<file path="config.mk">
export PLATFORM = sky130hd
export DESIGN_NAME = msg_chan_unit
export DESIGN_NICKNAME = d
export VERILOG_FILES = /design/src/rtl/msg_chan_pkg.sv /design/src/rtl/msg_chan_fifo.sv /design/src/rtl/msg_chan_core_if.sv /design/src/rtl/msg_chan_unit.sv
export SDC_FILE = /design/constraint.sdc
export NUM_CORES = 1
export LEC_CHECK = 0
export BUFFER_PORTS_ARGS = -buffer_cell sky130_fd_sc_hd__buf_2
export CAP_MARGIN = 25
export CORE_MARGIN = 4
export CORE_UTILIZATION = 60
export CTS_CLUSTER_SIZE = 10
export DETAILED_ROUTE_END_ITERATION = 16
export GPL_ROUTABILITY_DRIVEN = 0
export GPL_TIMING_DRIVEN = 0
export PLACE_DENSITY = 0.86
export SYNTH_ARGS = -nofsm -noshare
export SYNTH_HDL_FRONTEND = slang
export SYNTH_SLANG_ARGS = --single-unit
</file>
<file path="constraint.sdc">
create_clock -name clk -period 7.55 [get_ports clk]
set_input_delay 0 -clock clk [delete_from_list [all_inputs] [get_ports clk]]
set_output_delay 0 -clock clk [all_outputs]
set_load 0.01 [all_outputs]
</file>
<file path="src/rtl/msg_chan_pkg.sv">
package msg_chan_pkg;
  typedef enum logic [1:0] {
    OP_READ  = 2'b00,
    OP_WRITE = 2'b01,
    OP_COUNT = 2'b10,
    OP_RSVD  = 2'b11
  } chan_op_e;
endpackage

</file>
<file path="src/rtl/msg_chan_fifo.sv">
module msg_chan_fifo #(
  parameter int DEPTH  = 4,
  parameter int DATA_W = 32,
  localparam int PTR_W = $clog2(DEPTH),
  localparam int CNT_W = $clog2(DEPTH + 1)
) (
  input  logic              clk,
  input  logic              rst_n,
  input  logic              push,
  input  logic [DATA_W-1:0] push_data,
  input  logic              pop,
  output logic [DATA_W-1:0] head,
  output logic [CNT_W-1:0]  count,
  output logic              full,
  output logic              empty
);
  localparam logic [CNT_W-1:0] DEPTH_C = CNT_W'(DEPTH);

  logic [DATA_W-1:0] mem [DEPTH];
  logic [PTR_W-1:0]  wr_ptr, rd_ptr, wr_ptr_nxt, rd_ptr_nxt;
  logic [CNT_W-1:0]  cnt_q, cnt_nxt;
  logic              state_en;

  assign empty = (cnt_q == '0);
  assign full  = (cnt_q == DEPTH_C);
  assign count = cnt_q;
  // an empty queue forwards the incoming word so a same-cycle pop sees it
  assign head  = empty ? push_data : mem[rd_ptr];

  always_comb begin
    wr_ptr_nxt = wr_ptr;
    rd_ptr_nxt = rd_ptr;
    cnt_nxt    = cnt_q;
    if (push) wr_ptr_nxt = wr_ptr + PTR_W'(1);
    if (pop)  rd_ptr_nxt = rd_ptr + PTR_W'(1);
    unique case ({push, pop})
      2'b10:   cnt_nxt = cnt_q + CNT_W'(1);
      2'b01:   cnt_nxt = cnt_q - CNT_W'(1);
      default: cnt_nxt = cnt_q;
    endcase
  end

  assign state_en = push | pop;

  always_ff @(posedge clk or negedge rst_n) begin
    if (!rst_n) begin
      wr_ptr <= '0;
      rd_ptr <= '0;
      cnt_q  <= '0;
    end else if (state_en) begin
      wr_ptr <= wr_ptr_nxt;
      rd_ptr <= rd_ptr_nxt;
      cnt_q  <= cnt_nxt;
    end
  end

  always_ff @(posedge clk) begin
    if (push) mem[wr_ptr] <= push_data;
  end
endmodule

</file>
<file path="src/rtl/msg_chan_core_if.sv">
module msg_chan_core_if
  import msg_chan_pkg::*;
#(
  parameter int NUM_CH = 8,
  parameter int DEPTH  = 4,
  parameter int DATA_W = 32,
  parameter logic [NUM_CH-1:0] CH_DIR = 8'h0F,
  localparam int CH_W  = $clog2(NUM_CH),
  localparam int CNT_W = $clog2(DEPTH + 1)
) (
  input  logic                     core_req,
  input  logic [1:0]               core_op,
  input  logic [CH_W-1:0]          core_ch,
  input  logic [NUM_CH*CNT_W-1:0]  cnt_flat,
  input  logic [NUM_CH*DATA_W-1:0] head_flat,
  input  logic [NUM_CH-1:0]        full,
  input  logic [NUM_CH-1:0]        empty,
  input  logic [NUM_CH-1:0]        dev_take,
  input  logic [NUM_CH-1:0]        dev_give,
  output logic                     done,
  output logic                     err,
  output logic                     stall,
  output logic                     wr_fire,
  output logic                     rd_fire,
  output logic [DATA_W-1:0]        rdata
);
  localparam logic [CNT_W-1:0] DEPTH_C = CNT_W'(DEPTH);

  chan_op_e          op;
  logic              to_dev;
  logic [CNT_W-1:0]  sel_cnt;
  logic [DATA_W-1:0] sel_head;

  assign op       = chan_op_e'(core_op);
  assign to_dev   = CH_DIR[core_ch];
  assign sel_cnt  = cnt_flat[core_ch*CNT_W +: CNT_W];
  assign sel_head = head_flat[core_ch*DATA_W +: DATA_W];

  always_comb begin
    done    = 1'b0;
    err     = 1'b0;
    wr_fire = 1'b0;
    rd_fire = 1'b0;
    rdata   = '0;
    if (core_req) begin
      unique case (op)
        OP_READ: begin
          if (to_dev) begin
            done = 1'b1;
            err  = 1'b1;
          end else begin
            done    = ~empty[core_ch] | dev_give[core_ch];
            rd_fire = done;
            rdata   = sel_head;
          end
        end
        OP_WRITE: begin
          if (!to_dev) begin
            done = 1'b1;
            err  = 1'b1;
          end else begin
            done    = ~full[core_ch] | dev_take[core_ch];
            wr_fire = done;
          end
        end
        OP_COUNT: begin
          done  = 1'b1;
          rdata = DATA_W'(to_dev ? (DEPTH_C - sel_cnt) : sel_cnt);
        end
        default: begin
          done = 1'b1;
          err  = 1'b1;
        end
      endcase
    end
  end

  assign stall = core_req & ~done;
endmodule

</file>
<file path="src/rtl/msg_chan_unit.sv">
module msg_chan_unit #(
  parameter int NUM_CH = 8,
  parameter int DEPTH  = 4,
  parameter int DATA_W = 32,
  parameter logic [NUM_CH-1:0] CH_DIR = 8'h0F,
  localparam int CH_W  = $clog2(NUM_CH),
  localparam int CNT_W = $clog2(DEPTH + 1)
) (
  input  logic                     clk,
  input  logic                     rst_n,
  input  logic                     core_req,
  input  logic [1:0]               core_op,
  input  logic [CH_W-1:0]          core_ch,
  input  logic [DATA_W-1:0]        core_wdata,
  output logic                     core_done,
  output logic                     core_err,
  output logic                     core_wait,
  output logic [DATA_W-1:0]        core_rdata,
  output logic [NUM_CH-1:0]        dev_out_valid,
  input  logic [NUM_CH-1:0]        dev_out_ready,
  output logic [NUM_CH*DATA_W-1:0] dev_out_data,
  input  logic [NUM_CH-1:0]        dev_in_valid,
  output logic [NUM_CH-1:0]        dev_in_ready,
  input  logic [NUM_CH*DATA_W-1:0] dev_in_data
);
  logic [NUM_CH-1:0]        push, pop, full, empty, dev_take, dev_give;
  logic [DATA_W-1:0]        push_data [NUM_CH];
  logic [DATA_W-1:0]        head      [NUM_CH];
  logic [CNT_W-1:0]         cnt       [NUM_CH];
  logic [NUM_CH*CNT_W-1:0]  cnt_flat;
  logic [NUM_CH*DATA_W-1:0] head_flat;
  logic                     wr_fire, rd_fire;
  logic                     unused_dev;

  // device inputs of the opposite direction are deliberately not consumed
  assign unused_dev = ^{dev_in_valid, dev_in_data, dev_out_ready};

  for (genvar c = 0; c < NUM_CH; c++) begin : g_ch
    assign cnt_flat[c*CNT_W +: CNT_W]    = cnt[c];
    assign head_flat[c*DATA_W +: DATA_W] = head[c];

    if (CH_DIR[c]) begin : g_to_dev
      assign push[c]      = wr_fire & (core_ch == CH_W'(c));
      assign push_data[c] = core_wdata;
      assign pop[c]       = dev_out_valid[c] & dev_out_ready[c];
      assign dev_take[c]  = pop[c];
      assign dev_give[c]  = 1'b0;
      assign dev_out_valid[c] = ~empty[c];
      assign dev_out_data[c*DATA_W +: DATA_W] = head[c];
      assign dev_in_ready[c]  = 1'b0;
    end else begin : g_to_core
      assign push[c]      = dev_in_valid[c] & dev_in_ready[c];
      assign push_data[c] = dev_in_data[c*DATA_W +: DATA_W];
      assign pop[c]       = rd_fire & (core_ch == CH_W'(c));
      assign dev_take[c]  = 1'b0;
      assign dev_give[c]  = push[c];
      assign dev_out_valid[c] = 1'b0;
      assign dev_out_data[c*DATA_W +: DATA_W] = '0;
      assign dev_in_ready[c]  = ~full[c];
    end

    msg_chan_fifo #(.DEPTH(DEPTH), .DATA_W(DATA_W)) u_q (
      .clk       (clk),
      .rst_n     (rst_n),
      .push      (push[c]),
      .push_data (push_data[c]),
      .pop       (pop[c]),
      .head      (head[c]),
      .count     (cnt[c]),
      .full      (full[c]),
      .empty     (empty[c])
    );
  end

  msg_chan_core_if #(
    .NUM_CH(NUM_CH), .DEPTH(DEPTH), .DATA_W(DATA_W), .CH_DIR(CH_DIR)
  ) u_core (
    .core_req  (core_req),
    .core_op   (core_op),
    .core_ch   (core_ch),
    .cnt_flat  (cnt_flat),
    .head_flat (head_flat),
    .full      (full),
    .empty     (empty),
    .dev_take  (dev_take),
    .dev_give  (dev_give),
    .done      (core_done),
    .err       (core_err),
    .stall     (core_wait),
    .wr_fire   (wr_fire),
    .rd_fire   (rd_fire),
    .rdata     (core_rdata)
  );
endmodule

</file>
==> out/metrics.yaml <==
setup_path:
  path_class: "flop to output pin"
  startpoint: "g_ch[5].u_q.rd_ptr[1]"
  crit_path_max_incr_delay_ps: 630
  r2r_start: "g_ch[6].u_q.count[0]"
  r2r_cells: 8
  required_ps: 7550
  critPathBufInv: 4
  crit_arrival_ps: 3950
  cp-start-kind: "flop"
  worstPathCellList: "clkbuf_1, buf_2, buf_1, mux4_2, a221oi_1, a31oi_1, buf_2"
  worstSetupEndpointType: "output pin"
  crit_path_frequent_cell: "buf_2"
  crit_slowest_cell: "buf_1"
  r2r-end: "g_ch[4].u_q.count[1]"
  rrSetupSlack_ps: 4550
  cp_top_family: "buffers and inverters"
  crit_fanout: 10
sta:
  setup_ws_ps: 3600
  period_share_pct: 52.3
  timing.fmax_ghz: 0.253
  finalSetupViolCount: 0
  hold_viol_final: 0
  max_slew_margin_pct: 27.7
  slew_violations: 0
  tns_ps: 0
  max_slew.worst_pin.slew_ps: 1080
  fin_skew_ps: 66.8
  grt_setup_unrepaired: "false"
  fin_crit_ps: 3950
route:
  ant_nets: 0
  finalWirelength_mm: 139
  via_per_inst: 6.83
  post-route-drc-count: 0
  num_vias: 28200
  drt_iter0_drc: 5260
  drt_first_pass_iters: 6
  wire_per_inst_um: 33.8
layout:
  finalInstanceArea_mm2: 0.0543
  synthToLayoutAreaGrowth_pct: 19.9
  layout_common_cells: "edfxtp_1 (1024), buf_2 (385), mux4_2 (263)"
  drive_gt1_share_pct: 35.5
  fin_util_pct: 72.8
  nFillCells: 3973
  final_common_cell: "edfxtp_1"
  nets: 3453
die:
  fp-row-count: 100
  die_w_um: 283
  coreArea_mm2: 0.0746
  start_util_pct: 60.7
  die_area_mm2: 0.0799
  ios: 619
  die-height_um: 283
worst_hold_path:
  hold_depth: 2
  worst_hold_path.endpoint: "g_ch[5].u_q.mem[0][7]"
  hold_path.class: "primary input to flop"
  min-delay-start: "dev_in_data[167]"
power:
  switching_power_w: 0.00598
  combPwrFrac_pct: 30.6
  intPower_w: 0.0127
  powerDensity_mw_per_mm2: 345
  total_power_w: 0.0187
  p_clk_share_pct: 28.4
  share_seq_of_total_power_pct: 40.9
  total_leakage_power_nw: 19.5
  vdd_drop_max_mv: 0.282
  sw_frac_of_total_pct: 31.9
clock_tree:
  cts_sinks: 1080
  cts_tree: "done"
  clk_latency_ps: 710
  cts_hold_buf: 174
  cts_resized: 0
  clock-root-buffer: "clkbuf_16"
  clk_path_buf_depth: 3
  post-cts-setup-buffer-count: 0
  numCtsBuffers: 120
  cts_max_level: 3
  clk_pin_slew_worst_paths_ps: 60
place:
  dp_hpwl_mm: 81.9
  pre_cts_slack_ps: 4570
  place_area_mm2: 0.0491
  io_buffers: 344
global_route:
  grt.total_usage_pct: 34.5
  overflow: 0
  grt_pass1_wl_mm: 197
  grt_pass1_vias: 28200
  antenna_found_initial: 15
  grt_start_max_net_pins: 53
run_status:
  status: "finished, final reports clean"
logic_synthesis:
  synth_edf_count: 1024
  ys_seq_area_share_pct: 71.0
  syn_inst: 2292
  ys.flop_type: "edfxtp_1"
  syn_area_mm2: 0.0453
  async_flop_share_pct: 5.19
  yosys_warnings: 0
  synth_area_per_cell_um2: 19.8
  ys_types: 53
  ys_seq_elements: 1080
flow_run:
  cap_violations: 0
synthesized netlist by cell type (4+ instances only):
| library cell | instances | share of area [%] |
|---|---|---|
| nand2_1 | 14 | 0.12 |
| dfrtp_1 | 56 | 3.1 |
| mux2_2 | 135 | 3.4 |
| edfxtp_1 | 1024 | 68 |
| xnor2_1 | 34 | 0.66 |
| o211ai_1 | 4 | 0.066 |
| buf_4 | 142 | 2.4 |
| or3_1 | 10 | 0.14 |
| a221oi_1 | 31 | 0.60 |
| a31oi_1 | 30 | 0.41 |
| ha_1 | 49 | 1.4 |
| mux4_2 | 263 | 13 |
| nor4b_1 | 5 | 0.097 |
| clkbuf_1 | 81 | 0.67 |
| nor2b_1 | 4 | 0.055 |
| a21oi_1 | 5 | 0.055 |
| mux2i_1 | 6 | 0.13 |
| nor3_1 | 11 | 0.12 |
| and3_1 | 112 | 1.5 |
| a32o_1 | 29 | 0.64 |
| buf_2 | 40 | 0.44 |
| and2_1 | 26 | 0.36 |
| nand2b_1 | 4 | 0.055 |
| a2111oi_0 | 31 | 0.60 |
| xor2_1 | 15 | 0.29 |
| nand3_1 | 15 | 0.17 |
| fa_1 | 8 | 0.35 |
| inv_1 | 56 | 0.46 |
| nor2_1 | 15 | 0.12 |
cells by family after synthesis:
logic type               count (synthesis)  synth area share, %
AO/OA/AOI/OAI                          148                 2.75
XOR/XNOR                                49                0.948
adder cells (fa/ha/maj)                 57                 1.71
buffers and inverters                  323                 3.98
flip-flops                            1080                 71.0
multiplexers                           405                 16.6
other                                    1              0.00828
AND/OR/NAND/NOR                        229                 3.01
power groups by stage:
| stage | clock network (W) | logic, W | registers [W] |
|---|---|---|---|
| 2_1_floorplan | 0 | 0.00343 | 0.00762 |
| 3_3_place_gp | 0 | 0.00511 | 0.00767 |
| 3_5_place_dp | 0 | 0.00533 | 0.00771 |
| 4_1_cts | 0.00523 | 0.00554 | 0.00762 |
| 5_1_grt | 0.00557 | 0.00596 | 0.00769 |
| 6_report | 0.00532 | 0.00573 | 0.00766 |
state kept, by name, indices dropped and copies added, names as in the netlist:
| name | flops |
|---|---|
| g_ch.u_q.mem | 1024 |
| g_ch.u_q.count | 24 |
| g_ch.u_q.rd_ptr | 16 |
| g_ch.u_q.wr_ptr | 16 |
final cells by class:
type / count / area (um2) / share of cell area [%]
inverters: 56 / 210 / 0.387
plain buffers: 267 / 1590 / 2.93
multi-input cells: 1024 / 11900 / 21.9
well taps: 969 / 1210 / 2.23
flip-flops and latches: 1080 / 32200 / 59.2
clock inverters: 11 / 204 / 0.376
clock buffers: 164 / 3220 / 5.93
diodes: 14 / 35.0 / 0.0645
repair buffers: 535 / 3780 / 6.96
per-stage QoR:
stage	instances	hold slack, ps
2_1_floorplan	2427	-296
3_3_place_gp	3740	223
3_5_place_dp	3757	151
4_1_cts	4106	35.9
5_1_grt	4114	82.2
6_report	4120	83.8
worst max-delay path by stage:
stage / endpoint / slack (ps) / cells past startpoint
2_1_floorplan: g_ch[4].u_q.count[2] / 5080 / 11
3_5_place_dp: g_ch[6].u_q.count[1] / 4570 / 8
5_1_grt: core_rdata[15] / 3600 / 7
6_report: core_rdata[15] / 3600 / 7
3_3_place_gp: g_ch[0].u_q.mem[2][26] / 4210 / 6
4_1_cts: core_rdata[15] / 3860 / 7
layer usage:
metal	track usage [%]	wire length [um]	up-vias
li1	-	-	10700
met1	42.5	42800	13800
met2	57.6	69200	3003
met3	10.1	19300	652
met4	15.5	8080	4
met5	0	23	-
worst reg2reg max path: cells and delay by family (launching register included):
family,cells,cell delay (ps)
DFF,1,450
and+or+nand+nor,1,750
buffers and inverters,1,70
AOI/OAI and AO/OA,4,990
adders and majority gates,2,670
Power figures use the tool's default switching activity.
